`config.mk`:
```
export PLATFORM = sky130hd
export DESIGN_NAME = desc_dma
export DESIGN_NICKNAME = d
export VERILOG_FILES = /design/src/rtl/desc_dma_pkg.sv /design/src/rtl/desc_dma_lane.sv /design/src/rtl/desc_dma_regs.sv /design/src/rtl/desc_dma_seq.sv /design/src/rtl/desc_dma.sv
export SDC_FILE = /design/constraint.sdc
export NUM_CORES = 1
export LEC_CHECK = 0
export BUFFER_PORTS_ARGS = -buffer_cell sky130_fd_sc_hd__buf_2
export CAP_MARGIN = 20
export CORE_ASPECT_RATIO = 0.5
export CORE_MARGIN = 3
export CORE_UTILIZATION = 29
export CTS_BUF_LIST = sky130_fd_sc_hd__clkbuf_4 sky130_fd_sc_hd__clkbuf_8
export CTS_CLUSTER_SIZE = 40
export DETAILED_ROUTE_END_ITERATION = 12
export PLACE_DENSITY_LB_ADDON = 0.1
export SYNTH_ARGS = -nofsm -noshare
export SYNTH_HDL_FRONTEND = slang
export SYNTH_SLANG_ARGS = --single-unit
```
`constraint.sdc`:
```
create_clock -name clk -period 2.6 [get_ports clk]
set_clock_uncertainty 0.15 [all_clocks]
set_input_delay 0.65 -clock clk [delete_from_list [all_inputs] [get_ports clk]]
set_output_delay 0.65 -clock clk [all_outputs]
set_load 0.05 [all_outputs]
```
`src/rtl/desc_dma_pkg.sv`:
```
package desc_dma_pkg;

  typedef enum logic [3:0] {
    ST_IDLE,
    ST_FETCH_BUF,
    ST_FETCH_INFO,
    ST_FETCH_NEXT,
    ST_TX_READ,
    ST_TX_SEND,
    ST_RX_TAKE,
    ST_RX_WRITE,
    ST_WRITEBACK,
    ST_FINISH
  } dma_state_e;

  localparam logic [1:0] REG_NEXT = 2'd0;
  localparam logic [1:0] REG_CTRL = 2'd1;

  localparam int CTL_START  = 0;
  localparam int CTL_LITTLE = 1;
  localparam int CTL_RECV   = 2;
  localparam int CTL_CHRST  = 3;
  localparam int CTL_IRQCLR = 4;

  localparam int STS_BUSY   = 0;
  localparam int STS_LITTLE = 1;
  localparam int STS_RECV   = 2;
  localparam int STS_IRQ    = 3;

  localparam int INFO_CHAIN_END = 31;
  localparam int INFO_PKT_END   = 30;
  localparam int INFO_IRQ_EN    = 29;
  localparam int INFO_TX_DONE   = 15;
  localparam int INFO_RX_OWN    = 14;

endpackage

```
`src/rtl/desc_dma_lane.sv`:
```
module desc_dma_lane #(
  parameter int DW = 32
) (
  input  logic [DW-1:0]              word_in,
  input  logic [$clog2(DW/8)-1:0]    idx,
  input  logic                       little,
  input  logic [7:0]                 byte_in,
  output logic [7:0]                 byte_out,
  output logic [DW-1:0]              word_out
);
  localparam int BYTES = DW / 8;
  localparam int LW    = $clog2(BYTES);

  logic [LW-1:0] slot;

  // byte k of the stream lives in slot k (little) or slot BYTES-1-k (big)
  assign slot     = little ? idx : (LW'(BYTES - 1) - idx);
  assign byte_out = word_in[slot*8 +: 8];

  for (genvar g = 0; g < BYTES; g++) begin : g_slot
    assign word_out[g*8 +: 8] = (slot == LW'(g)) ? byte_in : word_in[g*8 +: 8];
  end

endmodule

```
`src/rtl/desc_dma_regs.sv`:
```
module desc_dma_regs
  import desc_dma_pkg::*;
#(
  parameter int AW = 32,
  parameter int DW = 32
) (
  input  logic          clk,
  input  logic          rst_n,
  input  logic          reg_wr,
  input  logic [1:0]    reg_addr,
  input  logic [DW-1:0] reg_wdata,
  output logic [DW-1:0] reg_rdata,
  input  logic          busy,
  input  logic          ndp_load,
  input  logic [AW-1:0] ndp_value,
  input  logic          irq_set,
  output logic [AW-1:0] ndp,
  output logic          little,
  output logic          recv,
  output logic          irq,
  output logic          start_pulse,
  output logic          chan_rst
);
  logic          wr_next, wr_ctrl;
  logic [AW-1:0] ndp_q, ndp_d;
  logic          little_q, little_d;
  logic          recv_q, recv_d;
  logic          irq_q, irq_d;

  assign wr_next     = reg_wr && (reg_addr == REG_NEXT);
  assign wr_ctrl     = reg_wr && (reg_addr == REG_CTRL);
  assign start_pulse = wr_ctrl && reg_wdata[CTL_START] && !reg_wdata[CTL_CHRST];
  assign chan_rst    = wr_ctrl && reg_wdata[CTL_CHRST];

  always_comb begin
    ndp_d    = ndp_q;
    little_d = little_q;
    recv_d   = recv_q;
    irq_d    = irq_q;
    if (ndp_load) begin
      ndp_d = ndp_value;
    end else if (wr_next && !busy) begin
      ndp_d = reg_wdata[AW-1:0];
    end
    if (wr_ctrl && !busy) begin
      little_d = reg_wdata[CTL_LITTLE];
      recv_d   = reg_wdata[CTL_RECV];
    end
    if (irq_set) begin
      irq_d = 1'b1;
    end else if (wr_ctrl && reg_wdata[CTL_IRQCLR]) begin
      irq_d = 1'b0;
    end
  end

  always_ff @(posedge clk or negedge rst_n) begin
    if (!rst_n) begin
      ndp_q    <= '0;
      little_q <= 1'b0;
      recv_q   <= 1'b0;
      irq_q    <= 1'b0;
    end else begin
      ndp_q    <= ndp_d;
      little_q <= little_d;
      recv_q   <= recv_d;
      irq_q    <= irq_d;
    end
  end

  always_comb begin
    reg_rdata = '0;
    case (reg_addr)
      REG_NEXT: reg_rdata = DW'(ndp_q);
      REG_CTRL: begin
        reg_rdata[STS_BUSY]   = busy;
        reg_rdata[STS_LITTLE] = little_q;
        reg_rdata[STS_RECV]   = recv_q;
        reg_rdata[STS_IRQ]    = irq_q;
      end
      default: reg_rdata = '0;
    endcase
  end

  assign ndp    = ndp_q;
  assign little = little_q;
  assign recv   = recv_q;
  assign irq    = irq_q;

endmodule

```
`src/rtl/desc_dma_seq.sv`:
```
module desc_dma_seq
  import desc_dma_pkg::*;
#(
  parameter int AW    = 32,
  parameter int DW    = 32,
  parameter int CNT_W = 14
) (
  input  logic          clk,
  input  logic          rst_n,
  input  logic          start_pulse,
  input  logic          chan_rst,
  input  logic [AW-1:0] ndp,
  input  logic          little,
  input  logic          recv,
  output logic          mem_req,
  output logic          mem_we,
  output logic [AW-1:0] mem_addr,
  output logic [DW-1:0] mem_wdata,
  input  logic          mem_ack,
  input  logic [DW-1:0] mem_rdata,
  output logic          tx_valid,
  input  logic          tx_ready,
  output logic [7:0]    tx_data,
  output logic          tx_last,
  input  logic          rx_valid,
  output logic          rx_ready,
  input  logic [7:0]    rx_data,
  output logic          busy,
  output logic          ndp_load,
  output logic [AW-1:0] ndp_value,
  output logic          irq_set
);
  localparam int          BYTES    = DW / 8;
  localparam int          LW       = $clog2(BYTES);
  localparam logic [AW-1:0] STEP   = AW'(BYTES);
  localparam logic [AW-1:0] OFS_INF = AW'(BYTES);
  localparam logic [AW-1:0] OFS_NXT = AW'(2 * BYTES);

  dma_state_e     state_q, state_d;
  logic [AW-1:0]  desc_q, desc_d;
  logic [AW-1:0]  buf_q, buf_d;
  logic [DW-1:0]  info_q, info_d;
  logic [AW-1:0]  next_q, next_d;
  logic [CNT_W-1:0] remain_q, remain_d;
  logic [LW-1:0]  lane_q, lane_d;
  logic [DW-1:0]  word_q, word_d;

  logic [7:0]     lane_byte;
  logic [DW-1:0]  lane_word;
  logic           last_byte, lane_end, wb_need;
  dma_state_e     after_data;

  desc_dma_lane #(.DW(DW)) u_lane (
    .word_in  (word_q),
    .idx      (lane_q),
    .little   (little),
    .byte_in  (rx_data),
    .byte_out (lane_byte),
    .word_out (lane_word)
  );

  assign last_byte  = (remain_q == CNT_W'(1));
  assign lane_end   = (lane_q == LW'(BYTES - 1));
  assign wb_need    = recv || info_q[INFO_PKT_END];
  assign after_data = wb_need ? ST_WRITEBACK : ST_FINISH;
  assign busy       = (state_q != ST_IDLE);

  always_comb begin
    state_d   = state_q;
    desc_d    = desc_q;
    buf_d     = buf_q;
    info_d    = info_q;
    next_d    = next_q;
    remain_d  = remain_q;
    lane_d    = lane_q;
    word_d    = word_q;
    mem_req   = 1'b0;
    mem_we    = 1'b0;
    mem_addr  = '0;
    mem_wdata = '0;
    tx_valid  = 1'b0;
    tx_data   = 8'h00;
    tx_last   = 1'b0;
    rx_ready  = 1'b0;
    ndp_load  = 1'b0;
    ndp_value = next_q;
    irq_set   = 1'b0;

    case (state_q)
      ST_IDLE: begin
        if (start_pulse) begin
          desc_d  = ndp;
          state_d = ST_FETCH_BUF;
        end
      end
      ST_FETCH_BUF: begin
        mem_req  = 1'b1;
        mem_addr = desc_q;
        if (mem_ack) begin
          buf_d   = mem_rdata[AW-1:0];
          state_d = ST_FETCH_INFO;
        end
      end
      ST_FETCH_INFO: begin
        mem_req  = 1'b1;
        mem_addr = desc_q + OFS_INF;
        if (mem_ack) begin
          info_d   = mem_rdata;
          remain_d = mem_rdata[CNT_W-1:0];
          state_d  = ST_FETCH_NEXT;
        end
      end
      ST_FETCH_NEXT: begin
        mem_req  = 1'b1;
        mem_addr = desc_q + OFS_NXT;
        if (mem_ack) begin
          next_d = mem_rdata[AW-1:0];
          lane_d = '0;
          word_d = '0;
          if (remain_q == '0)  state_d = after_data;
          else if (recv)       state_d = ST_RX_TAKE;
          else                 state_d = ST_TX_READ;
        end
      end
      ST_TX_READ: begin
        mem_req  = 1'b1;
        mem_addr = buf_q;
        if (mem_ack) begin
          word_d  = mem_rdata;
          buf_d   = buf_q + STEP;
          lane_d  = '0;
          state_d = ST_TX_SEND;
        end
      end
      ST_TX_SEND: begin
        tx_valid = 1'b1;
        tx_data  = lane_byte;
        tx_last  = last_byte && info_q[INFO_PKT_END];
        if (tx_ready) begin
          remain_d = remain_q - CNT_W'(1);
          lane_d   = lane_q + LW'(1);
          if (last_byte)     state_d = after_data;
          else if (lane_end) state_d = ST_TX_READ;
        end
      end
      ST_RX_TAKE: begin
        rx_ready = 1'b1;
        if (rx_valid) begin
          word_d   = lane_word;
          remain_d = remain_q - CNT_W'(1);
          lane_d   = lane_q + LW'(1);
          if (last_byte || lane_end) state_d = ST_RX_WRITE;
        end
      end
      ST_RX_WRITE: begin
        mem_req   = 1'b1;
        mem_we    = 1'b1;
        mem_addr  = buf_q;
        mem_wdata = word_q;
        if (mem_ack) begin
          buf_d   = buf_q + STEP;
          word_d  = '0;
          lane_d  = '0;
          state_d = (remain_q == '0) ? after_data : ST_RX_TAKE;
        end
      end
      ST_WRITEBACK: begin
        mem_req   = 1'b1;
        mem_we    = 1'b1;
        mem_addr  = desc_q + OFS_INF;
        mem_wdata = info_q;
        if (recv) mem_wdata[INFO_RX_OWN] = 1'b1;
        else      mem_wdata[INFO_TX_DONE] = 1'b1;
        if (mem_ack) state_d = ST_FINISH;
      end
      ST_FINISH: begin
        ndp_load = 1'b1;
        irq_set  = info_q[INFO_IRQ_EN];
        if (info_q[INFO_CHAIN_END]) begin
          state_d = ST_IDLE;
        end else begin
          desc_d  = next_q;
          state_d = ST_FETCH_BUF;
        end
      end
      default: state_d = ST_IDLE;
    endcase

    if (chan_rst) begin
      state_d = ST_IDLE;
    end
  end

  always_ff @(posedge clk or negedge rst_n) begin
    if (!rst_n) begin
      state_q  <= ST_IDLE;
      desc_q   <= '0;
      buf_q    <= '0;
      info_q   <= '0;
      next_q   <= '0;
      remain_q <= '0;
      lane_q   <= '0;
      word_q   <= '0;
    end else begin
      state_q  <= state_d;
      desc_q   <= desc_d;
      buf_q    <= buf_d;
      info_q   <= info_d;
      next_q   <= next_d;
      remain_q <= remain_d;
      lane_q   <= lane_d;
      word_q   <= word_d;
    end
  end

endmodule

```
`src/rtl/desc_dma.sv`:
```
module desc_dma
  import desc_dma_pkg::*;
#(
  parameter int AW    = 32,
  parameter int DW    = 32,
  parameter int CNT_W = 14
) (
  input  logic          clk,
  input  logic          rst_n,
  input  logic          reg_wr,
  input  logic [1:0]    reg_addr,
  input  logic [DW-1:0] reg_wdata,
  output logic [DW-1:0] reg_rdata,
  output logic          mem_req,
  output logic          mem_we,
  output logic [AW-1:0] mem_addr,
  output logic [DW-1:0] mem_wdata,
  input  logic          mem_ack,
  input  logic [DW-1:0] mem_rdata,
  output logic          tx_valid,
  input  logic          tx_ready,
  output logic [7:0]    tx_data,
  output logic          tx_last,
  input  logic          rx_valid,
  output logic          rx_ready,
  input  logic [7:0]    rx_data,
  output logic          irq
);
  logic          busy;
  logic          ndp_load;
  logic [AW-1:0] ndp_value;
  logic          irq_set;
  logic [AW-1:0] ndp;
  logic          little, recv;
  logic          start_pulse, chan_rst;

  desc_dma_regs #(.AW(AW), .DW(DW)) u_regs (
    .clk         (clk),
    .rst_n       (rst_n),
    .reg_wr      (reg_wr),
    .reg_addr    (reg_addr),
    .reg_wdata   (reg_wdata),
    .reg_rdata   (reg_rdata),
    .busy        (busy),
    .ndp_load    (ndp_load),
    .ndp_value   (ndp_value),
    .irq_set     (irq_set),
    .ndp         (ndp),
    .little      (little),
    .recv        (recv),
    .irq         (irq),
    .start_pulse (start_pulse),
    .chan_rst    (chan_rst)
  );

  desc_dma_seq #(.AW(AW), .DW(DW), .CNT_W(CNT_W)) u_seq (
    .clk         (clk),
    .rst_n       (rst_n),
    .start_pulse (start_pulse),
    .chan_rst    (chan_rst),
    .ndp         (ndp),
    .little      (little),
    .recv        (recv),
    .mem_req     (mem_req),
    .mem_we      (mem_we),
    .mem_addr    (mem_addr),
    .mem_wdata   (mem_wdata),
    .mem_ack     (mem_ack),
    .mem_rdata   (mem_rdata),
    .tx_valid    (tx_valid),
    .tx_ready    (tx_ready),
    .tx_data     (tx_data),
    .tx_last     (tx_last),
    .rx_valid    (rx_valid),
    .rx_ready    (rx_ready),
    .rx_data     (rx_data),
    .busy        (busy),
    .ndp_load    (ndp_load),
    .ndp_value   (ndp_value),
    .irq_set     (irq_set)
  );

endmodule

```
; After elaboration in Yosys (flattened, before gate mapping)
; Index checks and enable logic that the tools add are counted.
[totals]
ff_bits = 215
input_bits = 80
output_inout_bits = 110
wordCells = 163
[op_classes]
addsub = 6
eq_ne = 40
shift = 1
n_mux = 59
n_reduce_logical = 42
[op_table]
columns = operator, count
row1 = 32-bit 2-to-1 mux, 8
row2 = 32-bit case mux with 2 select lines, 3
row3 = 32-bit case mux with 4 select lines, 1
row4 = 32-bit case mux with 3 select lines, 1
row5 = 32-bit by 3-bit adder with 32-bit output (second input constant), 2
row6 = 4-bit 2-to-1 mux, 15
row7 = 14-bit 2-to-1 mux, 3
row8 = 14-bit case mux with 3 select lines, 1
row9 = 8-bit 2-to-1 mux, 5
row10 = 4-bit case mux with 10 select lines, 1
row11 = 32-bit by 4-bit adder with 32-bit output (second input constant), 1
row12 = 32-bit by 6-bit indexed part select with 8-bit output, 1
row13 = 28-bit 2-to-1 mux, 1
row14 = 3-bit != test (second input constant), 9
row15 = 2-bit != test (second input constant), 11
row16 = 5-bit AND reduction, 4
row17 = 4-bit by 3-bit equality test with 1-bit output (second input constant), 4
row18 = 14-bit by 1-bit equality test with 1-bit output (second input constant), 1
row19 = 14-bit logical NOT, 1
row20 = 14-bit by 1-bit subtractor with 14-bit output (second input constant), 1
row21 = 1-bit 2-to-1 mux, 13
row22 = 11-bit AND reduction, 1
row23 = 2-bit 2-to-1 mux, 5
row24 = 1-bit logical AND, 9
row25 = other kinds (25), 46

; Depth between registers and ports, before layout
[depth]
ltp_word = 7
ltp_mapped = 8
depth_no_buf = 7

; Cells and area by module
; From an unflattened synthesis, not the netlist that was laid out.
[unflattened]
cells_unflattened = 1425
hier_area_um2 = 13249.0
[by_module_without_submodules]
columns = mod, n_inst, cells_each, area_per_inst_um2, seq_area_each_um2
row1 = desc_dma_seq, 1, 1212, 10520.1, 4504.3
row2 = desc_dma_regs, 1, 161, 2011.9, 875.8
row3 = desc_dma_lane, 1, 52, 716.9, 0.0

; Worst setup path before layout
; No wires, ideal clock.
[synth_timing]
path_type = register to output
start = reg u_seq.desc_q[3]
end = out mem_addr[31]
t_arrival_ps = 3174
required_ps = 1800
path_slack_ps = -1374
stages_incl_launch_ff = 6
path_buffers = 0
cell_sequence = dfrtp_1 -> ha_1 -> nand4_1 -> nor4_2 -> nand3_1 -> o311ai_0
[synth_between]
elab_chain_cells = 2
word_cells_on_any_way = 3
classes_between = add/sub: 2 / mux: 1
[synth_lines]
columns = element, line_no
row1 = "start, declared", desc_dma_seq.sv:40  ; logic [AW-1:0] desc_q, desc_d;
row2 = "start signal, assigned", desc_dma_seq.sv:206  ; desc_q <= desc_d;
row3 = 32-bit by 3-bit adder with 32-bit output or 32-bit by 4-bit adder with 32-bit output (tied branches), "desc_dma_seq.sv:106, desc_dma_seq.sv:170, desc_dma_seq.sv:115"
row4 = 32-bit case mux with 4 select lines *, desc_dma_seq.sv:89  ; case (state_q)
row5 = "end, declared", desc_dma.sv:16  ; output logic [AW-1:0] mem_addr,
; Mark *: on every way between the ends. The rest lies on a longest branch, timed or not.

; Worst setup path in the final report
[layout_timing]
start = reg u_seq.desc_q[14]
end = out mem_addr[18]
; The elaborated chain is that of the path after synthesis.

==> metrics <==
Synth area leaders=dfrtp_1 43%, mux2_2 8.6%, a22o_1 4.7%; Synth Instances=1326; TritonCTS Buffers=37; Total Routed Length=56050 um; CTS max path bufs=3; Final Hold Viols=0; Die Ht=153.4 um; Iter 0 DRT Violations=1058; post-synth cell types=83; slowest library cell on the worst path=dfrtp_1; worst-skew pair later-pin latency=0.59 ns; pin count of the biggest net entering global routing=51; fillers=3995; die area=46160 um2; Slew HR=0.6082; most common cell after layout, fill and taps aside=dfrtp_1; hpwl dp=40210 um; die width=300.9 um; Synth Register Bits=215; Req. time, crit path=1.80 ns; DRC Markers=0; critical-path maximum fanout=5; Seq/Total Area, Yosys=0.4268; vias=12800; total chip power=0.02811 W; critical path, cell by cell=nand4_1, buf_4, nor4_4, nand3_1, xnor2_1, o211ai_1, buf_4; Peak Freq=296.7 MHz; Antenna diodes=0; Crit. End Element=output port; Core Region=42440 um2; synthesized area=12610 um2; final worst path period share=1.296; IO Pins=190; slowest stage delay, CP=0.36 ns; Synth top area share=0.4268; WP data arrival=2.57 ns; GRT Overall Usage=0.2394; H-tree depth=2; R2R depth=12; starting density of the core=0.2970; Levels on crit path=7; layout cells sized above 1=0.5014; CP startpoint kind=flop; Worst-path clk slew=0.09 ns; clk root buf=clkbuf_8; vias in the first global route=12790; pwr dens=1414 nW/um2; TritonCTS clock tree=yes; Final min period=3.370 ns; drt first pass iters=5; Post-synth EDFFs=0; gp weighted congestion=0.8873; worst vdd ir=735.8 uV; first-pass GRT wire length=83900 um; Synth Net Count=1412; critical path's top delay family=simple AND/OR/NAND/NOR gates; Worst-Margin Slew=0.5824 ns; most frequent cells in the layout=207 x dfrtp_1, 191 x buf_4, 125 x nand2_1; CP bufs+invs=2; Hold Path Class=primary input to flop; max-slew violations=0; RSZ-0062 raised after global routing=true; Crit Path Class=flop to output port; P&R area growth vs syn=57.73%; number of vias per cell=5.454; clk sinks=215; Fin Setup TNS=-45.42 ns; gr ovfl total=0; run status=complete, but fails checks; Setup Viol. Count Final=78; average wire per standard cell=23.89 um; post-route setup slack=-0.7702 ns; post-synth top area cell=dfrtp_1; port bufs=189; static leakage=8.632 nW; worst hold path depth=2; synthesized area per cell=9.507 um2; Final ANT Viol Nets=0; failing checks=setup timing; initial antenna violation count=10; CP most frequent cell=buf_4; Final nets=1829; max-cap viol count=0; row count=53; dominant synthesized flop cell=dfrtp_1; Post-synth ARST share=1.000; yosys warns=0
## what timing repair did
item	4_1_cts	5_1_grt
cloned	11	1
hold endpoints to repair	40	0
endpoints found under the setup margin	110	138
buffers inserted	57	42
hold buffers	1	0
pin swaps	74	48
resized for setup	353	108
## worst register-to-register path: cells and delay by family, from the launching register on
kind	cells	cell delay (ns)
buffers and inverters	7	1.07
flip-flops	1	0.49
AO/OA/AOI/OAI	3	0.47
AND/OR/NAND/NOR	2	0.31
## worst paths after layout
kind	start	to	slack, ns
worst min register to register	u_seq.ndp_value[9]	u_seq.ndp_value[9]	0.34
worst max register to register	u_seq.state_q[2]	u_seq.state_q[2]	0
min in group asynchronous	rst_n	u_seq.info_q[28]	0.40
worst min-delay path	reg_wdata[2]	u_regs.recv	0.18
worst max-delay path	u_seq.desc_q[14]	mem_addr[18]	-0.77
max in group asynchronous	rst_n	u_regs.ndp[12]	1.17
## cell usage after synthesis (all sizes together), types with 19 or more instances
| cell type | count |
|---|---|
| a21oi | 84 |
| mux2 | 99 |
| nand3 | 43 |
| nand2 | 144 |
| a31oi | 37 |
| and2 | 44 |
| mux2i | 31 |
| a22o | 67 |
| nor2 | 92 |
| nor3 | 19 |
| dfrtp | 215 |
| buf | 33 |
| clkbuf | 65 |
| o21ai | 85 |
| o22ai | 22 |
## stage by stage
| step | instances | util | worst slack (ns) | hold WS [ns] | cell area (um2) |
|---|---|---|---|---|---|
| 3_3_place_gp | 2201 | 0.3881 | -0.3130 | 0.3234 | 16470 |
| 4_1_cts | 2327 | 0.4566 | -0.9007 | 0.1495 | 19380 |
| 5_1_grt | 2346 | 0.4685 | -0.8734 | 0.1574 | 19880 |
| 2_1_floorplan | 1326 | - | -0.3585 | 0.2044 | 13100 |
| 3_5_place_dp | 2201 | 0.3881 | -0.3735 | 0.3354 | 16470 |
| 6_report | 2346 | 0.4685 | -0.7702 | 0.1834 | 19880 |
## final cells by class
| type | count | area (um2) | area share |
|---|---|---|---|
| clock buffer | 55 | 688.2 | 0.03461 |
| clock inverter | 10 | 112.6 | 0.005664 |
| inverter | 15 | 60.06 | 0.003021 |
| multi-input combinational | 998 | 8242 | 0.4145 |
| sequential | 215 | 5390 | 0.2711 |
| tap | 577 | 721.9 | 0.03631 |
| timing repair buffer | 476 | 4668 | 0.2348 |
## cell families (layout without fill, tap and decap cells)
logic type      count (synthesis)  count (layout)  share of synthesized area
flops                         215             215                     0.4268
simple gates                  441             441                     0.1771
xor+xnor                       16              16                    0.01112
buf+inv                       113             556                    0.03702
mux                           138             138                     0.1273
compound gates                397             397                     0.2147
fa+ha+maj                       6               6                   0.005955
## state kept, by name (all words and copies together), names as in the netlist
register and cells:
u_seq.word_q 32, u_regs.recv 1, u_seq.buf_q 32, u_regs.little 1
u_seq.info_q 32, u_seq.desc_q 32, u_regs.irq 1, u_regs.ndp 32
u_seq.remain_q 14, u_seq.lane_q 2, u_seq.state_q 4, u_seq.ndp_value 32
## layer usage
metal  part of all wire  global-route usage  wire (um)  vias to the layer above
met5                  0                   0          0                        -
met1               0.49              0.3655      27570                     6552
met3              0.056             0.03222       3126                       67
li1                   -                   -          -                     5796
met2               0.44              0.3604      24480                      380
met4              0.016             0.04513        871                        0
## where the power goes
part           switching (W)  internal [W]
registers            0.00173       0.00503
clock network        0.00161       0.00191
logic                0.00972       0.00811
Note: power is estimated with default switching activity, not from simulation.
